## config.mk

```make
export PLATFORM = sky130hd
export DESIGN_NAME = pci_bar_reg
export DESIGN_NICKNAME = d
export VERILOG_FILES = /design/src/rtl/pci_bar_pkg.sv /design/src/rtl/pci_bar_cfg.sv /design/src/rtl/pci_bar_lane.sv /design/src/rtl/pci_bar_reg.sv
export SDC_FILE = /design/constraint.sdc
export NUM_CORES = 1
export LEC_CHECK = 0
export ABC_AREA = 1
export BUFFER_PORTS_ARGS = -buffer_cell sky130_fd_sc_hd__buf_4
export CAP_MARGIN = 20
export CORE_ASPECT_RATIO = 0.9
export CORE_MARGIN = 10
export CORE_UTILIZATION = 56
export DETAILED_ROUTE_END_ITERATION = 6
export PLACE_DENSITY = 0.85
export SETUP_SLACK_MARGIN = 0.02
export SYNTH_ARGS = -nofsm -noshare
export SYNTH_HDL_FRONTEND = slang
export SYNTH_HIERARCHICAL = 1
export SYNTH_SLANG_ARGS = --single-unit
export TNS_END_PERCENT = 30
```

## constraint.sdc

```tcl
create_clock -name clk -period 3.75 [get_ports clk]
set_clock_uncertainty 0.05 [all_clocks]
set_input_delay 0.75 -clock clk [delete_from_list [all_inputs] [get_ports clk]]
set_output_delay 0.75 -clock clk [all_outputs]
set_load 0.02 [all_outputs]
```

## src/rtl/pci_bar_pkg.sv

```systemverilog
package pci_bar_pkg;

  localparam int unsigned BAR_W        = 32;
  localparam int unsigned BAR_LANE_W   = 8;
  localparam int unsigned IO_LOW_BITS  = 2;
  localparam int unsigned MEM_LOW_BITS = 4;

  typedef enum logic { SPACE_MEM = 1'b0, SPACE_IO = 1'b1 } bar_space_e;

  function automatic bar_space_e space_of(input logic [BAR_W-1:0] cfg);
    return cfg[0] ? SPACE_IO : SPACE_MEM;
  endfunction

  // Read-only type field: two bits for I/O, four for memory.
  function automatic logic [BAR_W-1:0] fixed_field(input bar_space_e sp);
    logic [BAR_W-1:0] m;
    m = '0;
    for (int b = 0; b < int'(MEM_LOW_BITS); b++) begin
      if (sp == SPACE_MEM || b < int'(IO_LOW_BITS)) m[b] = 1'b1;
    end
    return m;
  endfunction

  function automatic logic [BAR_W-1:0] writable_bits(input logic [BAR_W-1:0] cfg);
    return cfg & ~fixed_field(space_of(cfg));
  endfunction

  function automatic logic [BAR_W-1:0] reset_image(input logic [BAR_W-1:0] cfg);
    return cfg & fixed_field(space_of(cfg));
  endfunction

  // Per-lane update: masked bits take new data, others hold.
  function automatic logic [BAR_LANE_W-1:0] lane_merge(
    input logic [BAR_LANE_W-1:0] old_v,
    input logic [BAR_LANE_W-1:0] new_v,
    input logic [BAR_LANE_W-1:0] wm
  );
    return (old_v & ~wm) | (new_v & wm);
  endfunction

endpackage

```

## src/rtl/pci_bar_cfg.sv

```systemverilog
module pci_bar_cfg
  import pci_bar_pkg::*;
#(
  parameter int unsigned DATA_W = BAR_W
) (
  input  logic              clk,
  input  logic              rst_n,
  input  logic [DATA_W-1:0] cfg_in,
  output logic [DATA_W-1:0] cfg_q,
  output logic              is_io,
  output logic [DATA_W-1:0] fixed_mask,
  output logic [DATA_W-1:0] wr_mask,
  output logic [DATA_W-1:0] rst_value
);

  always_ff @(posedge clk) begin
    if (!rst_n) cfg_q <= cfg_in;
  end

  always_comb begin
    is_io      = (space_of(cfg_q) == SPACE_IO);
    fixed_mask = fixed_field(space_of(cfg_q));
    wr_mask    = writable_bits(cfg_q);
    rst_value  = reset_image(cfg_in);
  end

endmodule

```

## src/rtl/pci_bar_lane.sv

```systemverilog
module pci_bar_lane
  import pci_bar_pkg::*;
#(
  parameter int unsigned LANE_W = BAR_LANE_W
) (
  input  logic              clk,
  input  logic              rst_n,
  input  logic [LANE_W-1:0] rst_val,
  input  logic [LANE_W-1:0] wmask,
  input  logic              lane_wr,
  input  logic [LANE_W-1:0] wdata,
  output logic [LANE_W-1:0] q
);

  logic [LANE_W-1:0] next_q;

  always_comb begin
    next_q = lane_wr ? lane_merge(q, wdata, wmask) : q;
  end

  always_ff @(posedge clk) begin
    if (!rst_n) q <= rst_val;
    else        q <= next_q;
  end

endmodule

```

## src/rtl/pci_bar_reg.sv

```systemverilog
module pci_bar_reg
  import pci_bar_pkg::*;
#(
  parameter int unsigned DATA_W = BAR_W,
  parameter int unsigned LANE_W = BAR_LANE_W
) (
  input  logic                     clk,
  input  logic                     rst_n,
  input  logic [DATA_W-1:0]        cfg_word,
  input  logic                     wr_en,
  input  logic [DATA_W/LANE_W-1:0] wr_be,
  input  logic [DATA_W-1:0]        wr_data,
  output logic [DATA_W-1:0]        bar_q
);

  localparam int unsigned LANES = DATA_W / LANE_W;

  logic [DATA_W-1:0] cfg_q;
  logic              is_io;
  logic [DATA_W-1:0] fixed_mask;
  logic [DATA_W-1:0] wr_mask;
  logic [DATA_W-1:0] rst_value;
  logic [LANES-1:0]  lane_wr;

  pci_bar_cfg #(.DATA_W(DATA_W)) u_cfg (
    .clk        (clk),
    .rst_n      (rst_n),
    .cfg_in     (cfg_word),
    .cfg_q      (cfg_q),
    .is_io      (is_io),
    .fixed_mask (fixed_mask),
    .wr_mask    (wr_mask),
    .rst_value  (rst_value)
  );

  assign lane_wr = wr_be & {LANES{wr_en}};

  for (genvar i = 0; i < int'(LANES); i++) begin : g_lane
    pci_bar_lane #(.LANE_W(LANE_W)) u_lane (
      .clk     (clk),
      .rst_n   (rst_n),
      .rst_val (rst_value[i*LANE_W +: LANE_W]),
      .wmask   (wr_mask[i*LANE_W +: LANE_W]),
      .lane_wr (lane_wr[i]),
      .wdata   (wr_data[i*LANE_W +: LANE_W]),
      .q       (bar_q[i*LANE_W +: LANE_W])
    );
  end

endmodule

```

* Yosys cells after proc, flatten, opt, wreduce, memory -nomap -nowiden *
Index checks and enable logic that the tools add are counted.

cells by class
  equality and inequality tests = 4
  muxes and demuxes = 12
  bitwise logic cells = 20

operators by type and width
  cell                count
  $and 8x8->8         8
  $mux 8              8
  $and 32x32->32      1
  $and 32x4->32       1
  $not 4->32          1
  $not 8->8           4
  $or 8x8->8          4
  $ne 2x1->1 const B  4
  $and 4x4->4         1
  $mux 1              4

word-level totals
  register bits = 64
  bits of input ports = 71
  output and inout bits = 32
  word-level logic and storage cells = 41

* Logic depth before layout (Yosys ltp) *
Gate-level depths: netlist of run 1.

  depth after elaboration = 9
  gate-level depth with buffers = 5
  gate-level depth less buffers = 4

* By module *
Netlist of run 1, hierarchy kept.

by module, submodules not included
  module        times used  cells each  area each (um^2)  sequential area each (um^2)
  pci_bar_lane  4           52          455.4             240.2
  pci_bar_cfg   1           136         1696.6            960.9
  pci_bar_reg   1           8           30.0              0.0

* Least setup slack after synthesis of run 1 *
Ideal clock, no wire load.

  kind = input to register
  from = input rst_n
  to = register u_cfg.cfg_q[0], enable pin
  library setup time = 0.387 ns
  data arrival time = 1.378 ns
  data required time = 3.313 ns
  path slack = 1.936 ns
  stages on the path = 1
  buffers on the path = 0
  path through = inv_1

RTL lines
  element               RTL line           RTL
  from (decl)           pci_bar_reg.sv:8   input logic rst_n,
  to (signal assigned)  pci_bar_cfg.sv:17  if (!rst_n) cfg_q <= cfg_in;
  to (decl)             pci_bar_cfg.sv:9   output logic [DATA_W-1:0] cfg_q,

No word-level cell between the ends.

==> results.ini, run 1 <==
[worst_setup_path]
cp-end-kind=flip-flop
worstSetupStartpointType=primary input
cp.arrival_ns=1.78
path_class=primary input to flip-flop
critPathRequiredTime_ns=3.77
crit_path_max_fanout=68

[finish]
final_common_cell=nand2_1
drive_gt1_frac=0.3452
final.fill_count=424
regArea_um2=1892
stdcell_area_um2=3851
multi_input_area_um2=843.3
layout_common_cells=nand2_1 (126), buf_4 (103), edfxtp_1 (63)
diodes=0
layout.nets=460
syn_to_final_growth_pct=17.75

[place]
placed_area_um2=3672
dp_hpwl_um=5043
numPortBuffers=102
gp_congestion=0.7587

[power_and_ir_drop]
intPower_w=0.001249
pwr-share-comb=0.143
power.switching_w=0.0003872
pwr_density_cell_nw_per_um2=424.9
power.leakage_nw=1.855
p_clk_frac=0.328
ir_worst_vdd_mv=0.2541
seq_power_share=0.529
switching_share=0.2366

[clock_tree]
cts_max_level=3
clock_path_buffers=2
cts_setup_buffers=0
cts.clk_slew.worst_paths_ns=0.06
numCtsBuffers=9
clock-sinks=63
ctsHoldBuffers=0
cts_resized=0
cts_root_buffer=clkbuf_8
cts_tree=done
worstSkewPairLatency_ns=0.32

[yosys]
netlist_area_um2=3271
postSynthAreaPerCell_um2=10.32
yosys_warnings=6
synthCells=317

[timing]
post-route-period-util=0.4677
clock.fmax_mhz=570.1
maxSlewViolCount=0
finalCriticalPeriod_ns=1.754
rsz0062_at_grt=no
hold_viol=0
setup_tns_ns=0
setup_viol=0
worst_pin_slew_ns=0.7026
max_slew_margin=0.5316

[route]
drc_errors=0
ant_nets=0
wire_per_inst_um=14.29
drtIter0Drc=58
routed_wl_um=6630
viasPerCell=4.642
dr.pass1.iters=4
via_count=2154

[grt]
antenna_found_initial=0
use_met3=0.04383
globalRouteMet1Util=0.1300
busiest_layer=met2
overflow=0
grt_usage=0.1400
grt_pass1_vias=2234
grt_first_pass_wirelength_um=10210
grt_max_degree=69
grtUsageMet2=0.2671

[die]
ioPinCount=103
die_w_um=100.6
std_cell_rows=26
dieArea_um2=9301
die_h_um=92.50
start_util=0.5778
core_um2=5660

[run]
max_cap_violations=0

[run_status]
status=finished, final reports clean

[min_path]
hold_class=flip-flop to flip-flop

[power groups by stage]
stage / logic [W] / registers [W] / clock network, W
global route: 0.000254 / 0.000870 / 0.000589
global placement: 0.000222 / 0.000878 / 0
floorplan: 0.000148 / 0.000908 / 0
CTS: 0.000234 / 0.000866 / 0.000549
finish: 0.000233 / 0.000866 / 0.000537
detailed placement: 0.000233 / 0.000881 / 0
[worst max-delay path: stages]
cell	delay [ns]
buf_4	0.08
buf_4	0.55
inv_2	0.20
nand2_1	0.12
nand2_1	0.06
[layout make-up]
class / instances / share of cell area
clock buffers: 10 / 0.03314
repair buffers: 104 / 0.2079
multi-input cells: 198 / 0.2190
inverters: 13 / 0.01267
well taps: 70 / 0.02274
clock inverters: 6 / 0.01332
flip-flops and latches: 63 / 0.4912
[worst paths after layout]
kind | from | to | slack, ns | cells after the start
worst max-delay path | rst_n | flip-flop | 2.00 | 5
worst min-delay path | u_cfg/cfg_q[31]$_DFFE_PN_ | flip-flop | 0.52 | 2
worst max register to register | u_cfg/cfg_q[0]$_DFFE_PN_ | flip-flop | 2.80 | 4
worst min register to register | u_cfg/cfg_q[31]$_DFFE_PN_ | flip-flop | 0.52 | 2
[metal layers]
metal / share of wire / wire (um)
met3: 0.059 / 392
met5: 0 / 0
met1: 0.35 / 2315
met4: 0.019 / 124
met2: 0.57 / 3797
[stage by stage]
step | power, W | util | std cells | hold WS [ns] | worst slack (ns)
global placement | 0.001100 | 0.6439 | 447 | 0.4921 | 1.576
floorplan | 0.001055 | - | 346 | 0.5527 | 1.956
global route | 0.001714 | 0.6804 | 464 | 0.5269 | 1.900
finish | 0.001636 | 0.6804 | 464 | 0.5228 | 1.996
CTS | 0.001650 | 0.6804 | 464 | 0.5201 | 2.014
detailed placement | 0.001114 | 0.6488 | 448 | 0.5031 | 1.676
(Power assumes the default switching activity.)
==> inputs of run 2 (changes only) <==
--- a/config.mk
+++ b/config.mk
@@ -10,9 +10,9 @@
 export CAP_MARGIN = 20
 export CORE_ASPECT_RATIO = 0.9
 export CORE_MARGIN = 10
-export CORE_UTILIZATION = 56
+export CORE_UTILIZATION = 47
 export DETAILED_ROUTE_END_ITERATION = 6
-export PLACE_DENSITY = 0.85
+export PLACE_DENSITY = 0.76
 export SETUP_SLACK_MARGIN = 0.02
 export SYNTH_ARGS = -nofsm -noshare
 export SYNTH_HDL_FRONTEND = slang
==> constraint.sdc (replaced) <==
create_clock -name clk -period 1.53 [get_ports clk]
set_clock_uncertainty 0.05 [all_clocks]
set_input_delay 0.306 -clock clk [delete_from_list [all_inputs] [get_ports clk]]
set_output_delay 0.306 -clock clk [all_outputs]
set_load 0.02 [all_outputs]
==> run 2 against run 1 <==
- total power increased to 2.8 times the previous value
- setup slack worse by 1.7 ns
- global-route usage is 1.6 points lower
- worst hold slack worse by 0.43 ns
- register-to-register slack worse by 2.2 ns
- flip-flop and latch count unchanged
==> results.ini, run 2 (synthesis gave the netlist of run 1 again) <==
[finish]
layout.nets=463
final-instance-count-excl-fill=487
layout_common_cells=nand2_1 (126), buf_4 (107), edfxtp_1 (63)
drive_gt1_frac=0.3552
final_common_cell=nand2_1
stdcell_area_um2=3959
syn_to_final_growth_pct=21.04
diodes=0
multi_input_area_um2=843.3
final.fill_count=589
regArea_um2=1892

[worst_setup_path]
path_class=flip-flop to output pin
reg2reg_from=u_cfg/cfg_q[0]$_DFFE_PN_
cpPeakStageDelay_ns=0.40
worstPathCellList=buf_4
worstSetupStartpointType=flip-flop
cp.arrival_ns=0.90
critPathRequiredTime_ns=1.17
critical_path.top_delay_family=flip-flops
crit_path_max_fanout=1
crit_buf_inv=1
slowest_stage=edfxtp_1
cp-end-kind=output pin

[timing]
hold_viol=0
rsz0062_at_grt=no
finalCriticalPeriod_ns=1.259
timing.hold.ws_ns=0.09350
maxSlewViolCount=0
post-route-period-util=0.8231
setup_viol=0
setup_tns_ns=0
clock.fmax_mhz=794.1

[clock_tree]
worstSkewPairLatency_ns=0.33
cts_max_level=3
cts.clk_slew.worst_paths_ns=0.07
ctsHoldBuffers=0
clock-sinks=63
cts_root_buffer=clkbuf_8
cts_tree=done
numCtsBuffers=9
clock_path_buffers=2
cts_setup_buffers=0
cts_resized=0

[die]
die_h_um=99.14
die_w_um=107.9
start_util=0.4914
core_um2=6656
std_cell_rows=28
ioPinCount=103
dieArea_um2=10700

[min_path]
hold_class=primary input to flip-flop
hold_start=cfg_word[10]

[place]
placed_area_um2=3700
gp_congestion=0.7448
place_inst=471
numPortBuffers=102
dp_hpwl_um=4937

[power_and_ir_drop]
intPower_w=0.003565
power.leakage_nw=1.894
switching_share=0.2157
p_clk_frac=0.410
seq_power_share=0.466
power.switching_w=0.0009808
ir_worst_vdd_mv=0.6164
pwr-share-comb=0.124
pwr_density_cell_nw_per_um2=1148

[run_status]
status=finished, final reports clean

[grt]
overflow=0
antenna_found_initial=0
grt_usage=0.1238
grt_pass1_vias=2194
grt_max_degree=37
grt_first_pass_wirelength_um=10290

[run]
max_cap_violations=0

[route]
routed_wl_um=6510
viasPerCell=4.421
ant_nets=0
drc_errors=0
dr.pass1.iters=4
via_count=2153
drtIter0Drc=50
wire_per_inst_um=13.37

[run 2: cell types whose count changed in the layout (fill, tap and decap cells not counted), sizes merged]
cell,before,now
clkbuf,10,9
clkinv,5,2
bufinv,1,4
buf,104,107
clkinvlp,0,1
[run 2: power groups by stage]
stage                     combinational [W]  clock (W)  sequential [W]
after CTS                          0.000571    0.00191         0.00212
after detailed placement           0.000568          0         0.00216
after global placement             0.000555          0         0.00215
after global routing               0.000624    0.00197         0.00213
final                              0.000564    0.00186         0.00212
after floorplan                    0.000362          0         0.00222
[run 2: final timing paths]
path,cells after the start,to,slack [ns]
setup / recovery,1,bar_q[9],0.27
hold / removal,1,u_cfg/cfg_q[10]$_DFFE_PN_,0.09
setup reg to reg,4,flip-flop,0.61
hold reg to reg,2,flip-flop,0.52
[run 2: layer usage]
metal | part of all wire | vias to the layer above | track usage
met5 | 0 | - | 0
met3 | 0.070 | 14 | 0.04516
met2 | 0.55 | 74 | 0.2305
li1 | - | 1084 | -
met4 | 0.021 | 0 | 0.05544
met1 | 0.36 | 981 | 0.1182
[run 2: cell type report]
class	count	area share
timing repair buffer	107	0.2029
clock buffer	9	0.03129
clock inverter	7	0.03413
multi-input combinational	198	0.2130
tap	90	0.02844
inverter	13	0.01233
sequential	63	0.4779
[run 2: metrics by stage]
stage	power [W]	util	setup WS, ns
finish	0.004546	0.5947	0.2707
global route	0.004730	0.5947	0.2150
CTS	0.004599	0.5947	0.2420
detailed placement	0.002727	0.5558	0.08511
global placement	0.002706	0.5558	0.1587
floorplan	0.002587	-	0.1798
